[src/rtl/tot_pkg.sv]
package tot_pkg;

  // Which clock edge a sampling counter runs on.
  typedef enum logic {
    EDGE_RISE = 1'b0,
    EDGE_FALL = 1'b1
  } tot_edge_e;

endpackage

[src/rtl/tot_edge_counter.sv]
module tot_edge_counter
  import tot_pkg::*;
#(
  parameter int        SAMP_W = 6,
  parameter int        LIMIT  = 32,
  parameter tot_edge_e EDGE   = EDGE_RISE
) (
  input  logic              clk_i,
  input  logic              rst_i,
  input  logic              clr_i,
  input  logic              hit_i,
  output logic [SAMP_W-1:0] cnt_o
);

  localparam logic [SAMP_W-1:0] CapVal = SAMP_W'(LIMIT);

  logic [SAMP_W-1:0] cnt_q;
  logic [SAMP_W-1:0] cnt_d;

  // Shared next-state logic. A clear keeps the sample taken at this edge,
  // so a hit that is already back does not lose its first count.
  always_comb begin
    cnt_d = cnt_q;
    if (clr_i) begin
      cnt_d = hit_i ? SAMP_W'(1) : '0;
    end else if (hit_i && (cnt_q < CapVal)) begin
      cnt_d = cnt_q + SAMP_W'(1);
    end
  end

  generate
    if (EDGE == EDGE_RISE) begin : g_rise
      always_ff @(posedge clk_i) begin
        if (rst_i) cnt_q <= '0;
        else       cnt_q <= cnt_d;
      end
    end else begin : g_fall
      always_ff @(negedge clk_i) begin
        if (rst_i) cnt_q <= '0;
        else       cnt_q <= cnt_d;
      end
    end
  endgenerate

  assign cnt_o = cnt_q;

endmodule

[src/rtl/tot_result.sv]
module tot_result #(
  parameter int TOT_W  = 5,
  parameter int SAMP_W = 6,
  parameter int LIMIT  = 32
) (
  input  logic              clk_i,
  input  logic              rst_i,
  input  logic              hit_i,
  input  logic [SAMP_W-1:0] rise_cnt_i,
  input  logic [SAMP_W-1:0] fall_cnt_i,
  output logic              done_set_o,
  output logic [TOT_W-1:0]  tot_o,
  output logic              done_o
);

  localparam int               SumW   = SAMP_W + 1;
  localparam logic [TOT_W-1:0] TopVal = {TOT_W{1'b1}};

  logic [SumW-1:0]  sum;
  logic [TOT_W-1:0] code;
  logic             done_set;
  logic [TOT_W-1:0] tot_q;
  logic             done_q;

  assign sum = SumW'(rise_cnt_i) + SumW'(fall_cnt_i);

  // First sample marks arrival; each further sample is one half-period.
  always_comb begin
    if (sum == '0) begin
      code = '0;
    end else if (sum > SumW'(LIMIT)) begin
      code = TopVal;
    end else begin
      code = TOT_W'(sum - SumW'(1));
    end
  end

  assign done_set = !hit_i && (sum != '0);

  always_ff @(posedge clk_i) begin
    if (rst_i) begin
      tot_q  <= '0;
      done_q <= 1'b0;
    end else begin
      done_q <= done_set;
      if (done_set) tot_q <= code;
    end
  end

  assign done_set_o = done_set;
  assign tot_o      = tot_q;
  assign done_o     = done_q;

endmodule

[src/rtl/tot_meter.sv]
module tot_meter
  import tot_pkg::*;
#(
  parameter int TOT_W = 5
) (
  input  logic             clk_i,
  input  logic             rst_i,
  input  logic             hit_i,
  output logic [TOT_W-1:0] tot_o,
  output logic             done_o
);

  localparam int Limit = 2 ** TOT_W;            // samples that fill the code
  localparam int SampW = $clog2(Limit + 1);

  logic [SampW-1:0] rise_cnt;
  logic [SampW-1:0] fall_cnt;
  logic             done_set;
  logic             done_q;

  // Rising-edge counter clears at the result edge itself.
  tot_edge_counter #(
    .SAMP_W (SampW),
    .LIMIT  (Limit),
    .EDGE   (EDGE_RISE)
  ) u_rise (
    .clk_i  (clk_i),
    .rst_i  (rst_i),
    .clr_i  (done_set),
    .hit_i  (hit_i),
    .cnt_o  (rise_cnt)
  );

  // Falling-edge counter clears half a period later, from the strobe.
  tot_edge_counter #(
    .SAMP_W (SampW),
    .LIMIT  (Limit),
    .EDGE   (EDGE_FALL)
  ) u_fall (
    .clk_i  (clk_i),
    .rst_i  (rst_i),
    .clr_i  (done_q),
    .hit_i  (hit_i),
    .cnt_o  (fall_cnt)
  );

  tot_result #(
    .TOT_W  (TOT_W),
    .SAMP_W (SampW),
    .LIMIT  (Limit)
  ) u_result (
    .clk_i      (clk_i),
    .rst_i      (rst_i),
    .hit_i      (hit_i),
    .rise_cnt_i (rise_cnt),
    .fall_cnt_i (fall_cnt),
    .done_set_o (done_set),
    .tot_o      (tot_o),
    .done_o     (done_q)
  );

  assign done_o = done_q;

endmodule

[config.mk]
export PLATFORM = sky130hd
export DESIGN_NAME = tot_meter
export DESIGN_NICKNAME = d
export VERILOG_FILES = /design/src/rtl/tot_pkg.sv /design/src/rtl/tot_edge_counter.sv /design/src/rtl/tot_result.sv /design/src/rtl/tot_meter.sv
export SDC_FILE = /design/constraint.sdc
export NUM_CORES = 1
export LEC_CHECK = 0
export ABC_CLOCK_PERIOD_IN_PS = 4600
export BUFFER_PORTS_ARGS = -buffer_cell sky130_fd_sc_hd__buf_4
export CAP_MARGIN = 20
export CELL_PAD_IN_SITES_DETAIL_PLACEMENT = 0
export CELL_PAD_IN_SITES_GLOBAL_PLACEMENT = 1
export CORE_UTILIZATION = 48
export DETAILED_ROUTE_END_ITERATION = 10
export PLACE_DENSITY_LB_ADDON = 0.1
export SLEW_MARGIN = 20
export SYNTH_ARGS = -nofsm -noshare
export SYNTH_HDL_FRONTEND = slang
export SYNTH_SLANG_ARGS = --single-unit
[constraint.sdc]
create_clock -name clk_i -period 4.6 [get_ports clk_i]
set_clock_uncertainty 0.05 [all_clocks]
set_input_delay 0.69 -clock clk_i [delete_from_list [all_inputs] [get_ports clk_i]]
set_output_delay 0.69 -clock clk_i [all_outputs]
set_load 0.01 [all_outputs]
* Yosys cells after proc, flatten, opt, wreduce, memory -nomap -nowiden
Cells that the tools add are included. W data, S select, Z words.
Cells by class: order comparisons 3, multiplexer cells 7, reductions and logical operators 8, $add $sub $neg 4
Operators by type and width (number):
- $mux W6 | 4
- $add A6 B1 Y6 const B | 2
- $lt A6 B6 Y1 const B | 2
- $mux W5 | 2
- $add A6 B6 Y7 | 1
- $gt A7 B6 Y1 const B | 1
- $logic_not A7 Y1 | 1
- $reduce_bool A7 Y1 | 1
- $sub A5 B1 Y5 const B | 1
- $reduce_bool A2 Y1 | 2
- $logic_and A1 B1 Y1 | 3
- $logic_not A1 Y1 | 1
- $mux W1 | 1
Storage, ports and cells: logic and storage cells 26, output and inout bits 6, input bits 3, register bits after elaboration 18

* Logic depth before layout (Yosys ltp)
Gate-level depths: netlist (run 1).
depth after elaboration 4, mapped depth 10, gate-level depth less buffers 9

* Modules after synthesis
A second synthesis (run 1) with hierarchy kept.
Second synthesis, totals: cells, all modules 125, area, all modules 1096.1 um2
Modules (own cells, without submodules):
- tot_result | instances 1, cells each 65, area an instance 568.0 um2, sequential area each 120.1 um2
- tot_edge_counter (u_fall) | instances 1, cells each 31, area an instance 266.5 um2, sequential area each 120.1 um2
- tot_edge_counter (u_rise) | instances 1, cells each 29, area an instance 261.5 um2, sequential area each 120.1 um2

==> results of run 1 <==
## synthesized netlist by cell type, types with 2 or more instances
| cell | instances | share of area [%] |
|---|---|---|
| a21oi_1 | 5 | 2.1 |
| a221oi_2 | 5 | 6.4 |
| a311oi_1 | 2 | 1.5 |
| a31oi_1 | 2 | 1.1 |
| a41oi_1 | 2 | 1.5 |
| and3_1 | 2 | 1.1 |
| clkbuf_1 | 3 | 0.96 |
| dfxtp_1 | 18 | 31 |
| ha_1 | 10 | 11 |
| inv_1 | 12 | 3.8 |
| nand2_1 | 7 | 2.2 |
| nand2b_1 | 2 | 1.1 |
| nand3_1 | 4 | 1.7 |
| nand4_1 | 2 | 1.1 |
| nor2_1 | 10 | 3.2 |
| nor2b_1 | 4 | 2.1 |
| nor3_1 | 6 | 2.6 |
| o21ai_0 | 4 | 1.7 |
| xnor2_1 | 4 | 3.0 |
| xor2_1 | 5 | 3.7 |
## stage by stage
stage	instance area, µm²	hold WS, ps	std cells
after detailed placement	1310	406	170
after global routing	1440	446	179
after global placement	1310	400	170
after floorplan	1180	437	130
final	1440	419	179
after CTS	1370	421	179
## cell type report
class / instances / area [µm²] / area share (%)
clock buffers: 4 / 26.3 / 1.83
well taps: 28 / 35.0 / 2.43
flip-flops and latches: 18 / 367 / 25.5
multi-input cells: 96 / 827 / 57.5
inverters: 11 / 41.3 / 2.87
repair buffers: 16 / 120 / 8.35
clock inverters: 6 / 22.5 / 1.57
## worst paths after layout
path	start	end	slack [ps]	cells past startpoint
worst min register to register	u_result.tot_o[0]	u_result.tot_o[0]	420	2
worst max-delay path	u_fall.cnt_o[1]	u_result.tot_o[4]	50	7
worst min-delay path	u_result.tot_o[0]	u_result.tot_o[0]	420	2
worst max register to register	u_fall.cnt_o[1]	u_result.tot_o[4]	50	7
## flip-flops by register name (all words and copies together), names as in the netlist
name,count
u_result.done_o,1
u_fall.cnt_o,6
u_result.tot_o,5
u_rise.cnt_o,6
## repair_timing
item	4_1_cts	5_1_grt
pin swaps	3	6
gates resized for setup	2	14
setup endpoints to repair	5	12
hold buffers	0	0
## worst reg2reg max path, cell delays in order, from the launching register on
cell,delay (ps)
dfxtp_4,350
ha_4,200
a211o_1,290
a2111o_1,380
o311a_1,150
and4_4,190
a21o_4,250
a221oi_2,270
## metal layers
metal	global-route usage [%]	wire, µm	up-vias
li1	-	-	518
met1	30.5	1260	485
met2	34.2	1210	19
met3	4.46	80	2
met4	5.41	16	0
met5	0	0	-
## cells by family after synthesis
logic type               count (synthesis)  synth area share (%)
AND/OR/NAND/NOR                         44                  20.9
AO/OA/AOI/OAI                           32                  23.6
flip-flops                              18                  30.7
buffers and inverters                   16                  5.76
adder cells (fa/ha/maj)                 11                  12.4
XOR/XNOR                                 9                  6.72
## where the power goes
| part | total [mW] | switching, mW | internal (mW) |
|---|---|---|---|
| registers | 0.176 | 0.00920 | 0.166 |
| logic | 0.101 | 0.0525 | 0.0485 |
| clock network | 0.102 | 0.0613 | 0.0406 |
| total | 0.378 | 0.123 | 0.255 |
==> results.md, run 1 <==
* Most common cell after layout, fill and taps aside: inv_1
* Largest stage delay, worst path at around 380 ps
* RePlAce Congestion at between 0.8 and 0.9
* # diodes at 0
* Worst Setup Start Kind: flip-flop
* GRT overflow at 0
* Main synth FF type: dfxtp_1
* Total Wirelength at 2.57 mm
* Clock buffer depth at 2
* Number of port buffers at 8
* Pins Over Slew Limit at 0
* Max-cap violations at 0
* Vias at 1,024
* Die ar. at approximately 0.0026 mm²
* CP Capture Type: flip-flop
* Largest net degree at the start of global routing at 20
* Setup TNS at 0 ps
* Layout Nets at 166
* Dpl hpwl at a little under 2 mm
* Ratio of cells with drive above 1 in the final layout at between 20% and 30%
* Pleak at between 0.5 and 0.6 nW
* Number of global-route vias before repair at roughly 930
* Layout area overhead at 22.6%
* CORE AREA at roughly 0.0023 mm²
* Crit path max fanout at 7
* WL per Instance at about 14 µm
* Mapped Area at about 0.0012 mm²
* Hold Crit Class: flip-flop to flip-flop
* Crit path cell chain: ha_4, a211o_1, a2111o_1, o311a_1, and4_4, a21o_4, a221oi_2
* Post-synthesis async set-or-reset flop share at 0%
* Register area share after synthesis at just over 30%
* First-pass GRT wire length at approximately 4.3 mm
* Critical Path RT at ~4800 ps
* Peak VDD IR at approximately 0.16 mV
* RSZ-0062 raised after global routing: yes
* Total CTS buffers at 3
* IO Count at 9
* Final ANT Viol Nets at 0
* Worst path slowest cell: a2111o_1
* Clk_lat worst skew at between 300 and 400 ps
* # setup viols final at 0
* WP data arrival at about 4700 ps
* CTS HTree Levels at 1
* Critical path class: flip-flop to flip-flop
* DIE WIDTH at 51.4 µm
* Number of synthesized flops with an enable pin at 0
* Power density cells at between 200 and 300 mW/mm²
* Flops & latches, synth at 18
* Number of remaining DRC errors at 0
* Setup bufs post-CTS at 0
* Distinct cells, synth at 41
* Drt initial violations at 17
* Most frequent cells in the layout: 17 x inv_1, 16 x buf_4, 15 x dfxtp_1, 10 x nor2_1, 7 x nand2_1
* Power consumption at around 0.38 mW
* DR pass1 iterations at 4
* Final core utilization at 63.8%
* YS warnings at 0
* Status: finished, final reports clean
* Synthesized net count at approximately 140
* Final Hold Vio Count at 0
* Mapped Cells at 130
* TritonCTS clock tree: yes
* Bufs and invs on worst path at 0
* Initial Util at 52.1%
* Mapped Avg Cell Area at approximately 9.0 µm²
* Worst Setup Slack, final at about 54 ps
* Vias per inst at 5.72
* Worst slack, placed at -31.0 ps
* FP Rows at 17
* Clock Sink Count at 18
* Initial antenna violation count at 0
* Worst-Margin Slew at 359 ps
* Normalized max-slew margin at approximately 76%
* Die height at approximately 50 µm
* Clk slew on worst S/H paths at about 100 ps
* Crit path max-delay family: compound AO/OA/AOI/OAI gates
* Tot GR Track Use at 21.9%
* Fillers at 199
* Root buf cell: clkbuf_4
(Power assumes the default switching activity.)
==> run 2: changes to the inputs <==
--- a/config.mk
+++ b/config.mk
@@ -6,10 +6,9 @@
 export NUM_CORES = 1
 export LEC_CHECK = 0
-export ABC_CLOCK_PERIOD_IN_PS = 4600
 export BUFFER_PORTS_ARGS = -buffer_cell sky130_fd_sc_hd__buf_4
 export CAP_MARGIN = 20
 export CELL_PAD_IN_SITES_DETAIL_PLACEMENT = 0
 export CELL_PAD_IN_SITES_GLOBAL_PLACEMENT = 1
-export CORE_UTILIZATION = 48
+export CORE_UTILIZATION = 47
 export DETAILED_ROUTE_END_ITERATION = 10
 export PLACE_DENSITY_LB_ADDON = 0.1
@@ -17,3 +16,4 @@
 export SYNTH_ARGS = -nofsm -noshare
 export SYNTH_HDL_FRONTEND = slang
+export SYNTH_HIERARCHICAL = 1
 export SYNTH_SLANG_ARGS = --single-unit
--- a/constraint.sdc
+++ b/constraint.sdc
@@ -3,3 +3,3 @@
 set_input_delay 0.69 -clock clk_i [delete_from_list [all_inputs] [get_ports clk_i]]
 set_output_delay 0.69 -clock clk_i [all_outputs]
-set_load 0.01 [all_outputs]
+set_load 0.005 [all_outputs]
==> run 2 against run 1 <==
Compared with the run above:
- critical endpoint is now u_result/tot_o[3]
- worst setup slack got worse by 95 ps
- the run now ends with negative setup slack left
- largest cell class unchanged
- combinational power increased by 23%
- register-to-register slack got worse by 90 ps
- utilization rose by 4.7 points
- non-clock buffer count increased by 3
- via count grew 0.39%
- final cell count up 1.1%
- total power up 21%
- sequential power hardly changed
==> results.md, run 2 <==
* Post-synthesis async set-or-reset flop share at 0% (unchanged)
* Clk slew on worst S/H paths at 110 ps (about the same)
* FP Rows at 17 (unchanged)
* Worst hold slack at 445 ps (+25.1 ps)
* GRT overflow at 0 (unchanged)
* Layout Nets at 168 (+1.2%)
* Met3 wire len at 48 µm (-40%)
* Most frequent cells in the layout: 19 x buf_4, 17 x dfxtp_1, 16 x nor2_1, 9 x inv_1
* Final ANT Viol Nets at 0 (unchanged)
* Largest cells by area after synthesis: dfxtp_1 33%, ha_1 11%, nor2_1 5.8%
* Max-cap violations at 0 (unchanged)
* Crit path cell chain: ha_4, inv_2, fa_2, nand2b_4, o2bb2ai_4, o21a_1, a41oi_2, buf_4, nor2_1, a311oi_2
* Die height at 50.3 µm (-2.2%)
* Worst Setup Slack, final at -40.2 ps (-94.6 ps)
* Number of port buffers at 8 (unchanged)
* Power density cells at 303 mW/mm² (+15%)
* Total Wirelength at 2.75 mm (+6.8%)
* Worst path slowest cell: fa_2
* DR pass1 iterations at 5 (+1)
* Initial antenna violation count at 0 (unchanged)
* Worst Setup Start Kind: flip-flop
* # setup viols final at 3 (+3)
* Uppermost layer routed: met4
* Critical path class: flip-flop to flip-flop
* Final core utilization at 68.6% (+4.7 points)
* IO Count at 9 (unchanged)
* Hold Crit Class: flip-flop to flip-flop
* Clock buffer depth at 2 (unchanged)
* CP Capture Type: flip-flop
* Main synth FF type: dfxtp_1
* Distinct cells, synth at 34 (-17%)
* Layout area overhead at 38.4%
* Post-synth top area cell: dfxtp_1
* Fillers at 195 (-2.0%)
* Root buf cell: clkbuf_4
* Pleak at 0.606 nW (+3.4%)
* RSZ-0062 raised after global routing: yes
* Critical Path RT at 4750 ps (about the same)
* DIE WIDTH at 50.3 µm (-2.2%)
* Worst slack, placed at -35.7 ps (-4.65 ps)
* Normalized max-slew margin at 68.0% (-8.0 points)
* Pins Over Slew Limit at 0 (unchanged)
* Dpl cells at 172 (+1.2%)
* YS warnings at 6 (+6)
* CTS HTree Levels at 1 (unchanged)
* Total CTS buffers at 3 (unchanged)
* Status: finished, violations left
* Clk_lat worst skew at 360 ps (about the same)
* Wire length on met2 at 1.33 mm (+9.7%)
* Clock Sink Count at 18 (unchanged)
* Power consumption at 0.459 mW (+21%)
* Peak VDD IR at 0.281 mV (+72%)
* Drt initial violations at 25 (+8)
* Top-area cell type share of the netlist area at 32.9% (+2.2 points)
* CORE AREA at 0.00221 mm² (-1.9%)
* Setup TNS at -64.5 ps (-64.5 ps)
* WL per Instance at 15.2 µm (+5.7%)
* Dpl cell area at 0.00130 mm² (-0.86%)
* TritonCTS clock tree: yes
* Ratio of cells with drive above 1 in the final layout at 31.4% (+1.6 points)
* Largest net degree at the start of global routing at 12 (-40%)
* Number of synthesized flops with an enable pin at 0 (unchanged)
* Top cells by count, synth: 18 x dfxtp_1, 17 x nor2_1, 10 x ha_1
* Final Hold Vio Count at 0 (unchanged)
* Worst-Margin Slew at 479 ps (+120 ps)
* First-pass GRT wire length at 4.11 mm (-4.2%)
* WP data arrival at 4790 ps (+80 ps)
* # diodes at 0 (unchanged)
* Mapped Avg Cell Area at 8.77 µm² (-2.9%)
* Synthesized net count at 139 (-3.5%)
* Mapped Area at 0.00110 mm² (-6.6%)
* CTS Hold Bufs at 0 (unchanged)
* Dpl hpwl at 1.86 mm (-3.7%)
* Vias at 1,028 (+0.39%)
* R2R Setup Slk at -40 ps (-90 ps)
* Non-filler cells, final at 181 (+1.1%)
* Register area share after synthesis at 32.9% (+2.2 points)
* Flops & latches, synth at 18 (unchanged)
* Vias per inst at 5.68 (-0.72%)
* Crit path max fanout at 5 (-2)
* Die ar. at 0.00253 mm² (-4.4%)
* Design area at 0.00152 mm² (+5.4%)
* Most numerous cell in the Yosys netlist: dfxtp_1
* Failing checks: negative setup slack
* Largest stage delay, worst path at 380 ps (about the same)
* Initial Util at 49.5% (-2.5 points)
* Mapped Cells at 125 (-3.8%)
* Tot GR Track Use at 22.1% (+0.21 points)
* RePlAce Congestion at 0.798 (-1.4%)
* Met1 wire length at 1.35 mm (+7.1%)
* Number of global-route vias before repair at 881 (-5.6%)
* Number of remaining DRC errors at 0 (unchanged)
* Most common cell after layout, fill and taps aside: buf_4
* Setup bufs post-CTS at 0 (unchanged)
[run 2: cell types whose count changed after synthesis, sizes merged, moves of 4 or more]
| cell | before | now |
|---|---|---|
| inv | 12 | 5 |
| nor2 | 10 | 17 |
| nor3 | 6 | 0 |
| a221oi | 5 | 0 |
| a311oi | 2 | 6 |
| or3 | 0 | 4 |
[run 2: final timing paths]
path | start | end | depth (start not counted)
max | u_fall/cnt_o[0] | u_result/tot_o[3] | 10
min | u_result/tot_o[0] | u_result/tot_o[0] | 2
max reg2reg | u_fall/cnt_o[0] | u_result/tot_o[3] | 10
min reg2reg | u_result/tot_o[0] | u_result/tot_o[0] | 2
[run 2: metal layers]
layer,GRT usage [%],vias up
li1,-,505
met5,0,-
met4,9.72,0
met3,3.64,2
met1,32.0,512
met2,32.0,9
[run 2: final cells by class]
cell class	instances	area [µm²]	share of cell area, %
multi-input cells	102	885	58.3
clock buffers	3	22.5	1.49
inverters	4	15.0	0.990
clock inverters	7	52.6	3.47
well taps	28	35.0	2.31
repair buffers	19	143	9.41
flip-flops and latches	18	364	24.0
[run 2: cell families after synthesis]
family	Yosys count	share of synthesized area (%)
fa+ha+maj	11	13.2
flops	18	32.9
mux	3	2.74
xor+xnor	7	5.59
compound gates	30	19.5
simple gates	51	24.3
buf+inv	5	1.71
[run 2: timing repair]
| item | 4_1_cts | 5_1_grt |
|---|---|---|
| endpoints found under the hold margin | 0 | 0 |
| gates resized for setup | 4 | 20 |
| pin swaps | 4 | 12 |
| setup endpoints to repair | 8 | 11 |
[run 2: worst max-delay path, delay by kind of cell, from the launching register on]
kind / cells / cell delay [ps]
buf+inv: 2 / 220
simple gates: 2 / 220
fa+ha+maj: 2 / 510
flops: 1 / 340
compound gates: 4 / 830
[run 2: where the power goes]
group          internal [mW]  total (mW)  leakage (nW)  switching (mW)
Clock                 0.0948       0.160        0.0599          0.0657
Sequential             0.167       0.175         0.147         0.00862
Combinational         0.0623       0.124         0.399          0.0615
==> run 3: changes to the inputs <==
- PLACE_DENSITY_LB_ADDON: 0.1 -> 0.3
==> run 3 against run 2 <==
Compared with the run above:
- the flow now finishes without violations
- utilization is 0.57 points lower
- combinational power is 4% lower
- total power hardly changed
- routed wire length is 5.8% lower
- design area is 0.82% lower
- non-clock buffer count is 3 lower
- sequential power hardly changed
- critical path type unchanged
- largest cell class unchanged
==> results.md, run 3 (synthesis results as in run 2) <==
* Final core utilization at 68.0% (-0.57 points)
* Power density cells at 306 mW/mm² (+0.91%)
* Critical Path RT at 4770 ps (+20 ps)
* Crit path max-delay family: compound AO/OA/AOI/OAI gates
* Drt initial violations at 16 (-36%)
* Largest stage delay, worst path at 360 ps (-20 ps)
* CP Capture Type: flip-flop
* Crit path cell chain: ha_4, inv_2, fa_2, nand2b_4, o2bb2ai_4, o21a_1, a41oi_2, buf_6, nor2_2, a311oi_2
* Critical path class: flip-flop to flip-flop
* Total Wirelength at 2.59 mm (-5.8%)
* Worst path slowest cell: fa_2
* Initial antenna violation count at 0 (unchanged)
* Worst Setup Start Kind: flip-flop
* Clock group share of total power at 36.0% (+1.1 points)
* Crit path max fanout at 8 (+3)
* Die height at 50.3 µm (unchanged)
* Flop pwr share at 38.2% (about the same)
* Peak VDD IR at 0.251 mV (-11%)
* Final Hold Vio Count at 0 (unchanged)
* Layout Nets at 165 (-1.8%)
* Worst-Margin Slew at 445 ps (-34.1 ps)
* DIE WIDTH at 50.3 µm (unchanged)
* IO Count at 9 (unchanged)
* Worst hold slack at 451 ps (+6.47 ps)
* Dpl cell area at 0.00126 mm² (-2.9%)
* CORE AREA at 0.00221 mm² (unchanged)
* Most frequent cells in the layout: 17 x dfxtp_1, 15 x buf_4, 14 x nor2_1, 9 x inv_1
* CTS HTree Levels at 1 (unchanged)
* Pleak at 0.588 nW (-3.0%)
* TritonCTS clock tree: yes
* # setup viols final at 0 (-3)
* Status: finished, final reports clean
* FP Rows at 17 (unchanged)
* Non-filler cells, final at 178 (-1.7%)
* # diodes at 0 (unchanged)
* Number of port buffers at 8 (unchanged)
* Most common cell after layout, fill and taps aside: dfxtp_1
* Net Sw Power at 0.136 mW (+0.33%)
* Power consumption at 0.460 mW (about the same)
* Vias at 1,004 (-2.3%)
* Combinational Power Share at 25.9% (-1.0 points)
* Pins Over Slew Limit at 0 (unchanged)
* Final ANT Viol Nets at 0 (unchanged)
* WP data arrival at 4760 ps (-30 ps)
* Tot GR Track Use at 22.9% (+0.82 points)
* Layout area overhead at 37.2%
* Largest net degree at the start of global routing at 12 (unchanged)
* Number of remaining DRC errors at 0 (unchanged)
* RSZ-0062 raised after global routing: yes
* Clk_lat worst skew at 380 ps (+20 ps)
* Initial Util at 49.5% (unchanged)
* Hold Crit Class: flip-flop to flip-flop
* Max-cap violations at 0 (unchanged)
* Vias per inst at 5.64 (-0.69%)
* Sw Share at 29.6% (+0.073 points)
* Ratio of cells with drive above 1 in the final layout at 32.0% (+0.63 points)
* RePlAce Congestion at 0.805 (+0.88%)
* Bufs and invs on worst path at 2 (unchanged)
* Number of global-route vias before repair at 959 (+8.9%)
* Normalized max-slew margin at 70.3% (+2.3 points)
* DR pass1 iterations at 4 (-1)
* Clock buffer depth at 2 (unchanged)
* Worst slack, placed at -30.5 ps (+5.15 ps)
* Total CTS buffers at 3 (unchanged)
* Clk slew on worst S/H paths at 110 ps (about the same)
* Design area at 0.00150 mm² (-0.82%)
* Fillers at 173 (-11%)
* P_int at 0.323 mW (about the same)
* Die ar. at 0.00253 mm² (unchanged)
* Dpl hpwl at 1.90 mm (+2.2%)
* Dpl cells at 167 (-2.9%)
* GRT overflow at 0 (unchanged)
* Clock Sink Count at 18 (unchanged)
* WL per Instance at 14.6 µm (-4.2%)
* Setup TNS at 0 ps (+64.5 ps)
* First-pass GRT wire length at 4.22 mm (+2.7%)
* Worst Setup Slack, final at 17.1 ps (+57.2 ps)
* Root buf cell: clkbuf_4
-- run 3: changes by cell type in the layout (fill, tap and decap cells not counted), sizes merged --
cell	delta
buf	-3
-- run 3: path summary, 6_finish.rpt --
path	startpoint	to	slack, ps	cells past startpoint
worst min-delay path	u_result/tot_o[2]	u_result/tot_o[2]	450	2
worst max-delay path	u_fall/cnt_o[0]	u_result/tot_o[3]	20	10
worst min register to register	u_result/tot_o[2]	u_result/tot_o[2]	450	2
worst max register to register	u_fall/cnt_o[0]	u_result/tot_o[3]	20	10
-- run 3: per-layer routing --
metal / GRT usage [%] / part of all wire (%) / vias to the layer above
met4: 13.9 / 1.9 / 0
met3: 3.94 / 2.2 / 4
met5: 0 / 0 / -
li1: - / - / 503
met1: 30.0 / 47 / 482
met2: 34.9 / 49 / 15
-- run 3: repair_timing --
item / CTS / global route
endpoints found under the setup margin: 8 / 12
gates resized for setup: 6 / 23
setup buffers: 2 / 0
hold endpoints to repair: 0 / 0
pin swaps: 5 / 13
hold buffers: 0 / 0
-- run 3: worst min-delay path: stages (launching register included) --
cell and delay (ps):
dfxtp_1 330, nor2_2 90, a311oi_1 40
-- run 3: cell type report --
cell class	count	area (µm²)	share of cell area (%)
Timing Repair Buffer	16	124	8.24
Multi-Input combinational cell	102	891	59.2
Clock buffer	3	22.5	1.50
Clock inverter	7	52.6	3.49
Sequential cell	18	364	24.2
Inverter	4	15.0	0.998
Tap cell	28	35.0	2.33
-- run 3: power by group through the flow --
stage,registers (mW),logic (mW),clock network (mW)
4_1_cts,0.175,0.0974,0.167
3_5_place_dp,0.178,0.0894,0.00941
3_3_place_gp,0.177,0.0875,0.00941
5_1_grt,0.177,0.130,0.177
2_1_floorplan,0.178,0.0536,0.00941
6_report,0.175,0.119,0.165
